### src/rtl/bprot_pkg.sv
package bprot_pkg;
  typedef enum logic [2:0] {
    ST_NORM, ST_OVC, ST_OVC_SC, ST_DOC, ST_UV_STBY, ST_UV_ACT, ST_COC
  } mode_e;

  localparam int unsigned N_TMR = 7;
  localparam int unsigned T_OV  = 0;
  localparam int unsigned T_OVR = 1;
  localparam int unsigned T_SC  = 2;
  localparam int unsigned T_OC  = 3;
  localparam int unsigned T_UV  = 4;
  localparam int unsigned T_UVR = 5;
  localparam int unsigned T_OCC = 6;
endpackage

### src/rtl/qual_timer.sv
module qual_timer #(
  parameter int unsigned DLY = 4
) (
  input  logic clk_i,
  input  logic rst_ni,
  input  logic tick_i,
  input  logic cond_i,
  output logic done_o
);
  localparam int unsigned W = (DLY < 1) ? 1 : $clog2(DLY + 1);
  localparam logic [W-1:0] LIM = W'(DLY);

  logic [W-1:0] cnt_q;

  always_ff @(posedge clk_i or negedge rst_ni) begin
    if (!rst_ni)                   cnt_q <= '0;
    else if (!cond_i)              cnt_q <= '0;
    else if (tick_i && cnt_q != LIM) cnt_q <= cnt_q + 1'b1;
  end

  assign done_o = cond_i && (cnt_q == LIM);

  a_r2_clear_on_drop: assert property (@(posedge clk_i) disable iff (!rst_ni)
    !cond_i |=> cnt_q == '0);
  a_r2_hold_no_tick: assert property (@(posedge clk_i) disable iff (!rst_ni)
    (cond_i && !tick_i) |=> $stable(cnt_q));
  a_r2_bounded: assert property (@(posedge clk_i) disable iff (!rst_ni)
    cnt_q <= LIM);
endmodule

### src/rtl/bprot_fsm.sv
module bprot_fsm
  import bprot_pkg::*;
(
  input  logic             clk_i,
  input  logic             rst_ni,
  input  logic [N_TMR-1:0] done_i,
  input  logic             sns_oc_i,
  input  logic             sns_sc_i,
  input  logic             cell_wake_i,
  input  logic             charger_i,
  input  logic             load_i,
  output mode_e            mode_o
);
  mode_e mode_q, mode_d;

  always_comb begin
    mode_d = mode_q;
    unique case (mode_q)
      ST_NORM: begin
        // priority: short / over-current, under-voltage, over-charge, charge OC
        if (done_i[T_SC] || done_i[T_OC]) mode_d = ST_DOC;
        else if (done_i[T_UV])            mode_d = ST_UV_STBY;
        else if (done_i[T_OV])            mode_d = ST_OVC;
        else if (done_i[T_OCC])           mode_d = ST_COC;
      end
      ST_OVC: begin
        if (done_i[T_SC])       mode_d = ST_OVC_SC;
        else if (done_i[T_OVR]) mode_d = ST_NORM;
      end
      ST_OVC_SC:  if (!load_i && !sns_sc_i) mode_d = ST_OVC;
      ST_DOC:     if (!load_i && !sns_oc_i) mode_d = ST_NORM;
      ST_UV_STBY: if (charger_i || cell_wake_i) mode_d = ST_UV_ACT;
      ST_UV_ACT:  if (done_i[T_UVR]) mode_d = ST_NORM;
      ST_COC:     if (!charger_i) mode_d = ST_NORM;
      default:    mode_d = ST_NORM;
    endcase
  end

  always_ff @(posedge clk_i or negedge rst_ni) begin
    if (!rst_ni) mode_q <= ST_NORM;
    else         mode_q <= mode_d;
  end

  assign mode_o = mode_q;

  a_r5_sc_back_to_ovc: assert property (@(posedge clk_i) disable iff (!rst_ni)
    (mode_q == ST_OVC_SC && !load_i && !sns_sc_i) |=> mode_q == ST_OVC);
  a_r4_charger_blocks_exit: assert property (@(posedge clk_i) disable iff (!rst_ni)
    (mode_q == ST_OVC && charger_i) |=> mode_q != ST_NORM);
  a_r8_wake: assert property (@(posedge clk_i) disable iff (!rst_ni)
    (mode_q == ST_UV_STBY && (charger_i || cell_wake_i)) |=> mode_q == ST_UV_ACT);
  a_r10_no_occ_in_uv: assert property (@(posedge clk_i) disable iff (!rst_ni)
    (mode_q == ST_UV_ACT) |=> (mode_q == ST_UV_ACT || mode_q == ST_NORM));
  a_r6_doc_exit: assert property (@(posedge clk_i) disable iff (!rst_ni)
    (mode_q == ST_DOC && !load_i && !sns_oc_i) |=> mode_q == ST_NORM);
endmodule

### src/rtl/bprot_out.sv
module bprot_out
  import bprot_pkg::*;
(
  input  mode_e mode_i,
  input  logic  sns_chg_i,
  output logic  chg_en_o,
  output logic  dchg_en_o,
  output logic  pd_en_o,
  output logic  pu_en_o,
  output logic  bias_en_o
);
  always_comb begin
    chg_en_o  = 1'b1;
    dchg_en_o = 1'b1;
    pd_en_o   = 1'b0;
    pu_en_o   = 1'b0;
    bias_en_o = 1'b1;
    unique case (mode_i)
      ST_OVC:     chg_en_o = 1'b0;
      ST_OVC_SC:  begin chg_en_o = 1'b0; dchg_en_o = 1'b0; pd_en_o = 1'b1; end
      ST_DOC:     begin dchg_en_o = 1'b0; pd_en_o = 1'b1; end
      ST_UV_STBY: begin dchg_en_o = 1'b0; pu_en_o = 1'b1; bias_en_o = 1'b0; end
      ST_UV_ACT:  dchg_en_o = sns_chg_i; // cut dissipation while charging
      ST_COC:     chg_en_o = 1'b0;
      default:    ;
    endcase
  end
endmodule

### src/rtl/bprot_ctrl.sv
module bprot_ctrl
  import bprot_pkg::*;
#(
  parameter int unsigned OV_DLY  = 16,
  parameter int unsigned OVR_DLY = 16,
  parameter int unsigned SC_DLY  = 2,
  parameter int unsigned OC_DLY  = 8,
  parameter int unsigned UV_DLY  = 16,
  parameter int unsigned UVR_DLY = 16,
  parameter int unsigned OCC_DLY = 8
) (
  input  logic clk_i,
  input  logic rst_ni,
  input  logic tick_i,
  input  logic cell_ov_i,
  input  logic cell_ovr_i,
  input  logic cell_uv_i,
  input  logic cell_uvr_i,
  input  logic cell_wake_i,
  input  logic sns_oc_i,
  input  logic sns_sc_i,
  input  logic sns_chg_i,
  input  logic chg_oc_i,
  input  logic charger_i,
  input  logic load_i,
  output logic chg_en_o,
  output logic dchg_en_o,
  output logic pd_en_o,
  output logic pu_en_o,
  output logic bias_en_o
);
  mode_e            mode;
  logic [N_TMR-1:0] cond, done;

  // each counter runs only in the mode where its flag matters
  always_comb begin
    cond        = '0;
    cond[T_OV]  = (mode == ST_NORM) && cell_ov_i;
    cond[T_OVR] = (mode == ST_OVC) && cell_ovr_i && !charger_i;
    cond[T_SC]  = (mode == ST_NORM || mode == ST_OVC) && sns_sc_i;
    cond[T_OC]  = (mode == ST_NORM) && sns_oc_i;
    cond[T_UV]  = (mode == ST_NORM) && cell_uv_i;
    cond[T_UVR] = (mode == ST_UV_ACT) && cell_uvr_i;
    cond[T_OCC] = (mode == ST_NORM) && chg_oc_i;
  end

  for (genvar i = 0; i < N_TMR; i++) begin : g_tmr
    localparam int unsigned D =
      (i == T_OV)  ? OV_DLY  : (i == T_OVR) ? OVR_DLY :
      (i == T_SC)  ? SC_DLY  : (i == T_OC)  ? OC_DLY  :
      (i == T_UV)  ? UV_DLY  : (i == T_UVR) ? UVR_DLY : OCC_DLY;
    qual_timer #(.DLY(D)) u_tmr (
      .clk_i (clk_i),
      .rst_ni(rst_ni),
      .tick_i(tick_i),
      .cond_i(cond[i]),
      .done_o(done[i])
    );
  end

  bprot_fsm u_fsm (
    .clk_i      (clk_i),
    .rst_ni     (rst_ni),
    .done_i     (done),
    .sns_oc_i   (sns_oc_i),
    .sns_sc_i   (sns_sc_i),
    .cell_wake_i(cell_wake_i),
    .charger_i  (charger_i),
    .load_i     (load_i),
    .mode_o     (mode)
  );

  bprot_out u_out (
    .mode_i   (mode),
    .sns_chg_i(sns_chg_i),
    .chg_en_o (chg_en_o),
    .dchg_en_o(dchg_en_o),
    .pd_en_o  (pd_en_o),
    .pu_en_o  (pu_en_o),
    .bias_en_o(bias_en_o)
  );

  a_r7_standby_switches: assert property (@(posedge clk_i) disable iff (!rst_ni)
    !bias_en_o |-> (!dchg_en_o && pu_en_o));
  a_r5_pd_excl_dchg: assert property (@(posedge clk_i) disable iff (!rst_ni)
    pd_en_o |-> !dchg_en_o);
  a_r11_sc_over_uv: assert property (@(posedge clk_i) disable iff (!rst_ni)
    (mode == ST_NORM && done[T_SC] && done[T_UV]) |=> pd_en_o);
endmodule

### config.mk
export PLATFORM = sky130hd
export DESIGN_NAME = bprot_ctrl
export DESIGN_NICKNAME = d
export VERILOG_FILES = /design/src/rtl/bprot_pkg.sv /design/src/rtl/qual_timer.sv /design/src/rtl/bprot_fsm.sv /design/src/rtl/bprot_out.sv /design/src/rtl/bprot_ctrl.sv
export SDC_FILE = /design/constraint.sdc
export NUM_CORES = 1
export LEC_CHECK = 0
export BUFFER_PORTS_ARGS = -buffer_cell sky130_fd_sc_hd__buf_4
export CORE_ASPECT_RATIO = 0.9
export CORE_UTILIZATION = 41
export CTS_BUF_LIST = sky130_fd_sc_hd__clkbuf_4
export CTS_CLUSTER_DIAMETER = 50
export CTS_CLUSTER_SIZE = 25
export DETAILED_ROUTE_END_ITERATION = 12
export PLACE_DENSITY = 0.59
export SKIP_CTS_REPAIR_TIMING = 1
export SLEW_MARGIN = 20
export SYNTH_ARGS = -nofsm -noshare
export SYNTH_HDL_FRONTEND = slang
export SYNTH_SLANG_ARGS = --single-unit
### constraint.sdc
create_clock -name clk_i -period 2 [get_ports clk_i]
set_clock_uncertainty 0.1 [all_clocks]
set_input_delay 0.4 -clock clk_i [delete_from_list [all_inputs] [get_ports clk_i]]
set_output_delay 0.4 -clock clk_i [all_outputs]
set_load 0.005 [all_outputs]
==> results of run 1 <==
metrics by stage:
| stage | TNS [ns] | setup WS, ns |
|---|---|---|
| floorplan | 0 | 0.1762 |
| global placement | 0 | 0.06071 |
| detailed placement | 0 | 0.02747 |
| CTS | -0.07132 | -0.07132 |
| global route | -0.001811 | -0.001811 |
| finish | 0 | 0.1028 |
registers in the layout, summed over array words and instances (netlist names):
| register | flops |
|---|---|
| g_tmr.u_tmr.cnt_q | 30 |
| u_fsm.mode_o | 3 |
routing by layer:
metal	track usage, %	share of wire (%)	vias to the layer above
met5	0	0	-
met4	6.604	1.6	0
met3	4.030	2.9	6
met2	24.66	46	23
met1	25.14	49	727
li1	-	-	782
cells by family (layout without fill, tap and decap cells):
| family | after synthesis | in the layout | synth area share, % |
|---|---|---|---|
| muxes | 3 | 3 | 1.546 |
| and+or+nand+nor | 95 | 95 | 25.71 |
| DFF | 33 | 33 | 42.53 |
| adders and majority gates | 13 | 13 | 8.376 |
| buffers and inverters | 22 | 56 | 4.446 |
| AOI/OAI and AO/OA | 20 | 20 | 7.024 |
| xor gates and xnor gates | 23 | 23 | 10.37 |
layout by cell type, fill, tap and decap left out, types with 3 or more instances in the layout:
cell type,n
nor2_1,31
dfrtp_1,31
buf_4,30
inv_1,17
xor2_1,16
nand2_1,15
ha_1,13
nand4_1,10
nand3_1,9
a21oi_1,7
xnor2_1,7
nand2b_1,5
nand3b_1,5
clkbuf_4,5
nor3_1,3
mux2i_1,3
worst reg2reg max path: stages, from the launching register on:
cell	delay, ns
dfrtp_2	0.44
buf_4	0.16
or4b_4	0.48
nor2_2	0.15
a31oi_1	0.07
and3_1	0.16
a22o_1	0.22
layout make-up:
cell class                 instances  area (um^2)
multi-input combinational        154         1104
clock inverter                     3        17.52
inverter                          17        63.81
tap                               62        77.57
timing repair buffer              31        235.2
fill                             429         2126
clock buffer                       5        37.54
sequential                        33        828.3
power by group through the flow:
stage	registers, uW	logic (uW)	clock network [uW]
final	785	837	369
after global routing	795	941	414
after CTS	785	754	392
after detailed placement	798	753	0
after global placement	799	752	0
after floorplan	780	464	0
worst max-delay path by stage:
| stage | startpoint | endpoint | slack, ns | cells after the start |
|---|---|---|---|---|
| floorplan | g_tmr[0].u_tmr.cnt_q[0] | u_fsm.mode_o[0] | 0.18 | 7 |
| global placement | charger_i | u_fsm.mode_o[2] | 0.06 | 6 |
| finish | u_fsm.mode_o[1] | chg_en_o | 0.10 | 4 |
| global route | g_tmr[0].u_tmr.cnt_q[0] | u_fsm.mode_o[0] | -0.002 | 7 |
| detailed placement | charger_i | u_fsm.mode_o[2] | 0.03 | 6 |
| CTS | u_fsm.mode_o[2] | chg_en_o | -0.07 | 4 |
==> impl_metrics.prom, run 1 <==
# TYPE chip_impl_metric gauge
chip_impl_info{name="critical_path.cell_chain",value="buf_4 -> nand2b_1 -> a21boi_1 -> buf_4"} 1
chip_impl_metric{name="n_antenna_cell",unit=""} 0
chip_impl_metric{name="report.final.hold_viol_count",unit=""} 0
chip_impl_metric{name="pin_count",unit=""} 19
chip_impl_metric{name="design.core.area",unit="mm^2"} 0.004489
chip_impl_metric{name="synth_fp_nets",unit=""} 236
chip_impl_info{name="hp-start",value="sns_sc_i"} 1
chip_impl_metric{name="gp_congestion",unit=""} 0.7793
chip_impl_info{name="crit_slowest_cell",value="dfrtp_2"} 1
chip_impl_metric{name="depth_of_the_worst_hold_timing_path",unit=""} 3
chip_impl_info{name="synth_common_cells",value="33 x dfrtp_1, 33 x nor2_1, 17 x inv_1"} 1
chip_impl_metric{name="globalRoute.totalOverflow",unit=""} 0
chip_impl_info{name="result_of_the_run",value="finished clean"} 1
chip_impl_metric{name="p_per_area",unit="mW/mm^2"} 842.5
chip_impl_metric{name="tritoncts_num_sinks",unit=""} 33
chip_impl_metric{name="number_of_violations_reported_at_the_end_of_detailed_routing_iteration_0",unit=""} 63
chip_impl_metric{name="syn_avg_cell_area",unit="um^2"} 9.291
chip_impl_metric{name="postRouteAntennaNets",unit=""} 0
chip_impl_info{name="synth_area_leaders",value="dfrtp_1 43%, ha_1 8.4%, xor2_1 7.2%"} 1
chip_impl_metric{name="worst-r2r-setup-slack",unit="ns"} 0.12
chip_impl_metric{name="worstMarginPinSlew",unit="ns"} 0.5334
chip_impl_metric{name="areaGrowthSynthToFinish",unit="%"} 21.71
chip_impl_metric{name="timing.final.crit_period",unit="ns"} 1.897
chip_impl_metric{name="placement.io_buffers",unit=""} 18
chip_impl_info{name="worst-setup-path-type",value="register to output port"} 1
chip_impl_metric{name="net_load_switching_power",unit="uW"} 720.5
chip_impl_metric{name="place_area",unit="mm^2"} 0.002200
chip_impl_info{name="timing.critical_path.max_delay_family",value="flip-flops"} 1
chip_impl_metric{name="drt-wirelength-per-cell",unit="um"} 12.41
chip_impl_metric{name="detail_route.first_pass.iterations",unit=""} 4
chip_impl_metric{name="fin_crit_sh",unit="%"} 94.86
chip_impl_metric{name="number_of_antenna_violations_at_the_first_check_in_global_routing",unit=""} 0
chip_impl_metric{name="final-instance-count-excl-fill",unit=""} 305
chip_impl_metric{name="grt_pass1_wl",unit="um"} 6458
chip_impl_info{name="clock_tree.root_cell",value="clkbuf_4"} 1
chip_impl_metric{name="floorplan.rows",unit=""} 23
chip_impl_info{name="ys_dominant_reg_cell",value="dfrtp_1"} 1
chip_impl_info{name="worst_path_most_repeated_cell",value="buf_4"} 1
chip_impl_metric{name="synth_sequential_area_ratio",unit="%"} 42.53
chip_impl_metric{name="final_max_slew_viol_count",unit=""} 0
chip_impl_metric{name="synth_edf_count",unit=""} 0
chip_impl_metric{name="synth.top_cell.area_share",unit="%"} 42.53
chip_impl_info{name="min_delay_worst_endpoint",value="g_tmr[2].u_tmr.cnt_q[0]"} 1
chip_impl_metric{name="detailroute.via_count",unit=""} 1538
chip_impl_metric{name="grt_pass1_vias",unit=""} 1402
chip_impl_info{name="worst_r2r_startpoint",value="u_fsm.mode_o[1]"} 1
chip_impl_metric{name="critical_path.max_stage_delay",unit="ns"} 0.44
chip_impl_metric{name="comb_power_share",unit="%"} 42.0
chip_impl_metric{name="leakage",unit="uW"} 0.001027
chip_impl_metric{name="post-route-util",unit="%"} 52.65
chip_impl_metric{name="synth.distinct_cells",unit=""} 34
chip_impl_metric{name="clkLatencyLatePin",unit="ns"} 0.34
chip_impl_info{name="hp-class",value="primary input to register"} 1
chip_impl_metric{name="finalNetCount",unit=""} 269
chip_impl_metric{name="synth_seq_cells",unit=""} 33
chip_impl_metric{name="grt_max_degree",unit=""} 34
chip_impl_metric{name="clock_tree.buffer_depth",unit=""} 2
chip_impl_metric{name="total_power",unit="uW"} 1991
chip_impl_metric{name="die_w",unit="um"} 74.55
chip_impl_metric{name="final_layout_size_suffix_gt1_share",unit="%"} 21.40
chip_impl_metric{name="rr_worst_depth",unit=""} 6
chip_impl_metric{name="p_sw_share",unit="%"} 36.18
chip_impl_metric{name="drt_drc_violations_left",unit=""} 0
chip_impl_metric{name="max-vdd-ir-drop",unit="uV"} 438.7
chip_impl_metric{name="cts-buffers-inserted",unit=""} 5
chip_impl_metric{name="floorplan.die_area",unit="mm^2"} 0.005016
chip_impl_metric{name="design_area",unit="mm^2"} 0.002364
chip_impl_metric{name="synth_cells",unit=""} 209
chip_impl_metric{name="detailedPlacementHpwl",unit="um"} 2678
chip_impl_metric{name="postRouteWirelength",unit="um"} 3786
chip_impl_info{name="start_kind",value="register"} 1
chip_impl_metric{name="grt_use_total",unit="%"} 17.28
chip_impl_info{name="post-synth-top-area-cell",value="dfrtp_1"} 1
chip_impl_metric{name="yosys_warnings",unit=""} 0
chip_impl_metric{name="synth_async_sr_flop_share",unit="%"} 100.0
chip_impl_metric{name="initial_core_util",unit="%"} 43.26
chip_impl_metric{name="slew-limit-headroom",unit="%"} 63.95
chip_impl_metric{name="ctsHtreeMaxLevel",unit=""} 2
chip_impl_metric{name="intPower",unit="uW"} 1271
chip_impl_metric{name="worstPathBufferInverterCount",unit=""} 2
chip_impl_metric{name="crit_required",unit="ns"} 1.50
chip_impl_info{name="critical_path.reg2reg.endpoint",value="u_fsm.mode_o[2]"} 1
chip_impl_metric{name="arrival",unit="ns"} 1.40
chip_impl_metric{name="maxCapViolCount",unit=""} 0
chip_impl_metric{name="hold_ws",unit="ns"} 0.2512
chip_impl_metric{name="setup_viol",unit=""} 0
chip_impl_info{name="worst_setup_path_end_kind",value="output port"} 1
chip_impl_metric{name="synth_area",unit="mm^2"} 0.001942
chip_impl_metric{name="pwr-share-seq",unit="%"} 39.4
chip_impl_info{name="cts_tree",value="yes"} 1
chip_impl_metric{name="critical_path_peak_fanout",unit=""} 5
chip_impl_metric{name="cts.reportedPaths.clkPinSlew",unit="ns"} 0.11
chip_impl_metric{name="clkPwrFrac",unit="%"} 18.5
chip_impl_metric{name="detail_route.vias_per_cell",unit=""} 5.043
chip_impl_metric{name="floorplan.die.height",unit="um"} 67.29
chip_impl_metric{name="dp.cells",unit=""} 293
chip_impl_metric{name="maxClockFrequency",unit="GHz"} 0.5271
(Power assumes the default switching activity.)
==> run 2: changes to the inputs <==
SYNTH_HIERARCHICAL = 1   (was unset)
==> run 2 against run 1 <==
Synthesized cell count grew 7.7%. First-iteration DRC count grew 35%. Sequential share of layout area shrank 4.4 points. Flip-flop and latch count is the same. Clock-buffer cell count grew 1. Cell area grew 14%. Non-clock buffer count grew 17. Worst setup slack lost 0.028 ns. Final cell count grew 13%. Register-to-register slack lost 0.04 ns. Total power grew 6.8%. Critical path type is now register to register.
==> impl_metrics.prom, run 2 <==
# TYPE chip_impl_metric gauge
chip_impl_metric{name="timing.final.crit_period",unit="ns"} 1.925
chip_impl_info{name="synth_common_cells",value="44 x nand2_1, 33 x dfrtp_1, 20 x and2_1"} 1
chip_impl_metric{name="fillCellCount",unit=""} 453
chip_impl_metric{name="largest_reg_flops",unit=""} 30
chip_impl_metric{name="detailedPlacementHpwl",unit="um"} 2944
chip_impl_metric{name="worstMarginPinSlew",unit="ns"} 0.4116
chip_impl_metric{name="n_antenna_cell",unit=""} 0
chip_impl_metric{name="ctsHtreeMaxLevel",unit=""} 2
chip_impl_metric{name="syn_avg_cell_area",unit="um^2"} 9.376
chip_impl_metric{name="drt_drc_violations_left",unit=""} 0
chip_impl_metric{name="synth.distinct_cells",unit=""} 33
chip_impl_metric{name="globalRoute.totalOverflow",unit=""} 0
chip_impl_metric{name="synth_area",unit="mm^2"} 0.002110
chip_impl_metric{name="design.core.area",unit="mm^2"} 0.004895
chip_impl_metric{name="tritoncts_num_sinks",unit=""} 33
chip_impl_metric{name="clkLatencyLatePin",unit="ns"} 0.33
chip_impl_metric{name="final.setup.worst_slack",unit="ns"} 0.07523
chip_impl_metric{name="crit_required",unit="ns"} 2.16
chip_impl_metric{name="grt_use_total",unit="%"} 16.78
chip_impl_metric{name="grt_pass1_wl",unit="um"} 7038
chip_impl_metric{name="slew-limit-headroom",unit="%"} 72.27
chip_impl_metric{name="synth_sequential_area_ratio",unit="%"} 39.15
chip_impl_metric{name="synth_fp_nets",unit=""} 252
chip_impl_metric{name="synth.top_cell.area_share",unit="%"} 39.15
chip_impl_metric{name="p_per_area",unit="mW/mm^2"} 787.9
chip_impl_metric{name="die_w",unit="um"} 77.61
chip_impl_metric{name="initial_core_util",unit="%"} 43.10
chip_impl_metric{name="floorplan.rows",unit=""} 24
chip_impl_info{name="yosys.cell_count.top_type",value="nand2_1"} 1
chip_impl_metric{name="detail_route.vias_per_cell",unit=""} 4.892
chip_impl_metric{name="layout.area.seq",unit="um^2"} 825.8
chip_impl_info{name="post-synth-top-area-cell",value="dfrtp_1"} 1
chip_impl_metric{name="maxCapViolCount",unit=""} 0
chip_impl_metric{name="final_max_slew_viol_count",unit=""} 0
chip_impl_info{name="worst-setup-path-type",value="register to register"} 1
chip_impl_metric{name="cts.reportedPaths.clkPinSlew",unit="ns"} 0.10
chip_impl_metric{name="postRouteWirelength",unit="um"} 4169
chip_impl_metric{name="yosys_warnings",unit=""} 6
chip_impl_info{name="commonest_non_fill_non_tap_cells_in_the_layout",value="47 x buf_4, 44 x nand2_1, 33 x dfrtp_1"} 1
chip_impl_metric{name="hold_ws",unit="ns"} 0.3863
chip_impl_metric{name="final.setup.tns",unit="ns"} 0
chip_impl_metric{name="final_layout_size_suffix_gt1_share",unit="%"} 27.60
chip_impl_metric{name="number_of_violations_reported_at_the_end_of_detailed_routing_iteration_0",unit=""} 85
chip_impl_metric{name="critical_path_peak_fanout",unit=""} 3
chip_impl_metric{name="dpl_worst_slack",unit="ns"} -0.08548
chip_impl_metric{name="floorplan.die.height",unit="um"} 70.05
chip_impl_info{name="final_common_cell",value="buf_4"} 1
chip_impl_metric{name="fin_crit_sh",unit="%"} 96.24
chip_impl_metric{name="grt_max_degree",unit=""} 34
chip_impl_info{name="ys_dominant_reg_cell",value="dfrtp_1"} 1
chip_impl_metric{name="drt-wirelength-per-cell",unit="um"} 12.12
chip_impl_metric{name="detailroute.via_count",unit=""} 1683
chip_impl_metric{name="setup_viol",unit=""} 0
chip_impl_metric{name="maxClockFrequency",unit="GHz"} 0.5195
chip_impl_metric{name="postRouteAntennaNets",unit=""} 0
chip_impl_metric{name="leakage",unit="uW"} 0.001234
chip_impl_metric{name="synth_edf_count",unit=""} 0
chip_impl_metric{name="grt_pass1_vias",unit=""} 1639
chip_impl_info{name="clock_tree.root_cell",value="clkbuf_4"} 1
chip_impl_metric{name="post-route-util",unit="%"} 55.14
chip_impl_info{name="max_flop_register",value="g_tmr.u_tmr/cnt_q"} 1
chip_impl_metric{name="cts-buffers-inserted",unit=""} 5
chip_impl_info{name="result_of_the_run",value="finished clean"} 1
chip_impl_metric{name="placement.io_buffers",unit=""} 18
chip_impl_metric{name="report.final.hold_viol_count",unit=""} 0
chip_impl_metric{name="synth_async_sr_flop_share",unit="%"} 100.0
chip_impl_metric{name="area_occupied_by_multi_input_gates",unit="mm^2"} 0.001314
chip_impl_metric{name="finalNetCount",unit=""} 305
chip_impl_metric{name="detail_route.first_pass.iterations",unit=""} 4
chip_impl_metric{name="floorplan.die_area",unit="mm^2"} 0.005437
chip_impl_metric{name="clock_tree.buffer_depth",unit=""} 2
chip_impl_info{name="synth_area_leaders",value="dfrtp_1 39%, nand2_1 7.8%, ha_1 7.7%"} 1
chip_impl_info{name="start_kind",value="register"} 1
chip_impl_info{name="hp-class",value="primary input to register"} 1
chip_impl_info{name="worst_setup_path_end_kind",value="register"} 1
chip_impl_metric{name="max-vdd-ir-drop",unit="uV"} 378.5
chip_impl_metric{name="pin_count",unit=""} 19
chip_impl_metric{name="synth_cells",unit=""} 225
chip_impl_metric{name="areaGrowthSynthToFinish",unit="%"} 27.94
chip_impl_info{name="cts_tree",value="yes"} 1
chip_impl_metric{name="gp_congestion",unit=""} 0.7700
chip_impl_metric{name="number_of_antenna_violations_at_the_first_check_in_global_routing",unit=""} 0
chip_impl_metric{name="total_power",unit="uW"} 2126
chip_impl_metric{name="arrival",unit="ns"} 2.08
chip_impl_metric{name="synth_seq_cells",unit=""} 33
run 2: cell count changes after synthesis, moves of 4 or more:
cell      delta
nand3_1      -6
nor2_1      -27
nand2_1     +29
nor4bb_1     -4
mux2i_1     +11
a21boi_1     +5
xor2_1      -16
and2_1      +20
nand3b_1     -5
nor4bb_2     +4
nor3b_1      +4
or3_1        +4
clkbuf_1     -4
run 2: through the flow:
step / cell area (um^2) / std cells
3_5_place_dp: 2520 / 334
4_1_cts: 2575 / 342
2_1_floorplan: 2110 / 225
5_1_grt: 2699 / 344
6_report: 2699 / 344
3_3_place_gp: 2520 / 334
run 2: cell families (layout without fill, tap and decap cells):
| logic type | count (synthesis) | count (layout) | share of synthesized area [%] |
|---|---|---|---|
| flip-flops | 33 | 33 | 39.15 |
| AO/OA/AOI/OAI | 22 | 22 | 7.473 |
| buffers and inverters | 18 | 72 | 3.618 |
| adder cells (fa/ha/maj) | 13 | 13 | 7.711 |
| XOR/XNOR | 10 | 10 | 4.152 |
| multiplexers | 14 | 14 | 6.643 |
| AND/OR/NAND/NOR | 115 | 115 | 31.26 |
run 2: cell type report:
type	instances	area share (%)
clock buffers	6	1.669
multi-input cells	174	48.68
inverters	16	2.225
clock inverters	2	0.3709
well taps	65	3.013
flip-flops and latches	33	30.60
repair buffers	48	13.44
run 2: final timing paths:
path                                         start                      end  slack (ns)  cells after the start
hold reg to reg            g_tmr[2].u_tmr/cnt_q[1]  g_tmr[2].u_tmr/cnt_q[1]        0.43                      1
setup / recovery           g_tmr[0].u_tmr/cnt_q[0]          u_fsm/mode_o[0]        0.08                      9
hold / removal                           charger_i          u_fsm/mode_o[2]        0.39                      5
setup reg to reg           g_tmr[0].u_tmr/cnt_q[0]          u_fsm/mode_o[0]        0.08                      9
max in group asynchronous                   rst_ni  g_tmr[4].u_tmr/cnt_q[3]        1.04                      2
min in group asynchronous                   rst_ni  g_tmr[0].u_tmr/cnt_q[3]        0.44                      2
run 2: worst max-delay path, cell delays in order, from the launching register on:
cell and delay, ns:
dfrtp_1 0.37, inv_2 0.04, ha_1 0.18, nor4bb_4 0.16, and2_4 0.16, nor4_4 0.29, nand3_2 0.12, o311ai_4 0.09
a21o_1 0.16, mux2i_1 0.19
run 2: layer usage:
metal	vias up	track usage [%]	wire length, um
met5	-	0	0
met3	4	4.052	123
li1	885	-	-
met1	776	21.68	2080
met4	0	7.547	52
met2	18	26.55	1913
run 2: power by group:
part	switching (uW)	total (uW)	internal (uW)	leakage, uW
Combinational	487	979	492	0.000744
Sequential	48.7	774	726	0.000455
Clock	226	373	147	0.0000354
Total	762	2130	1360	0.00123
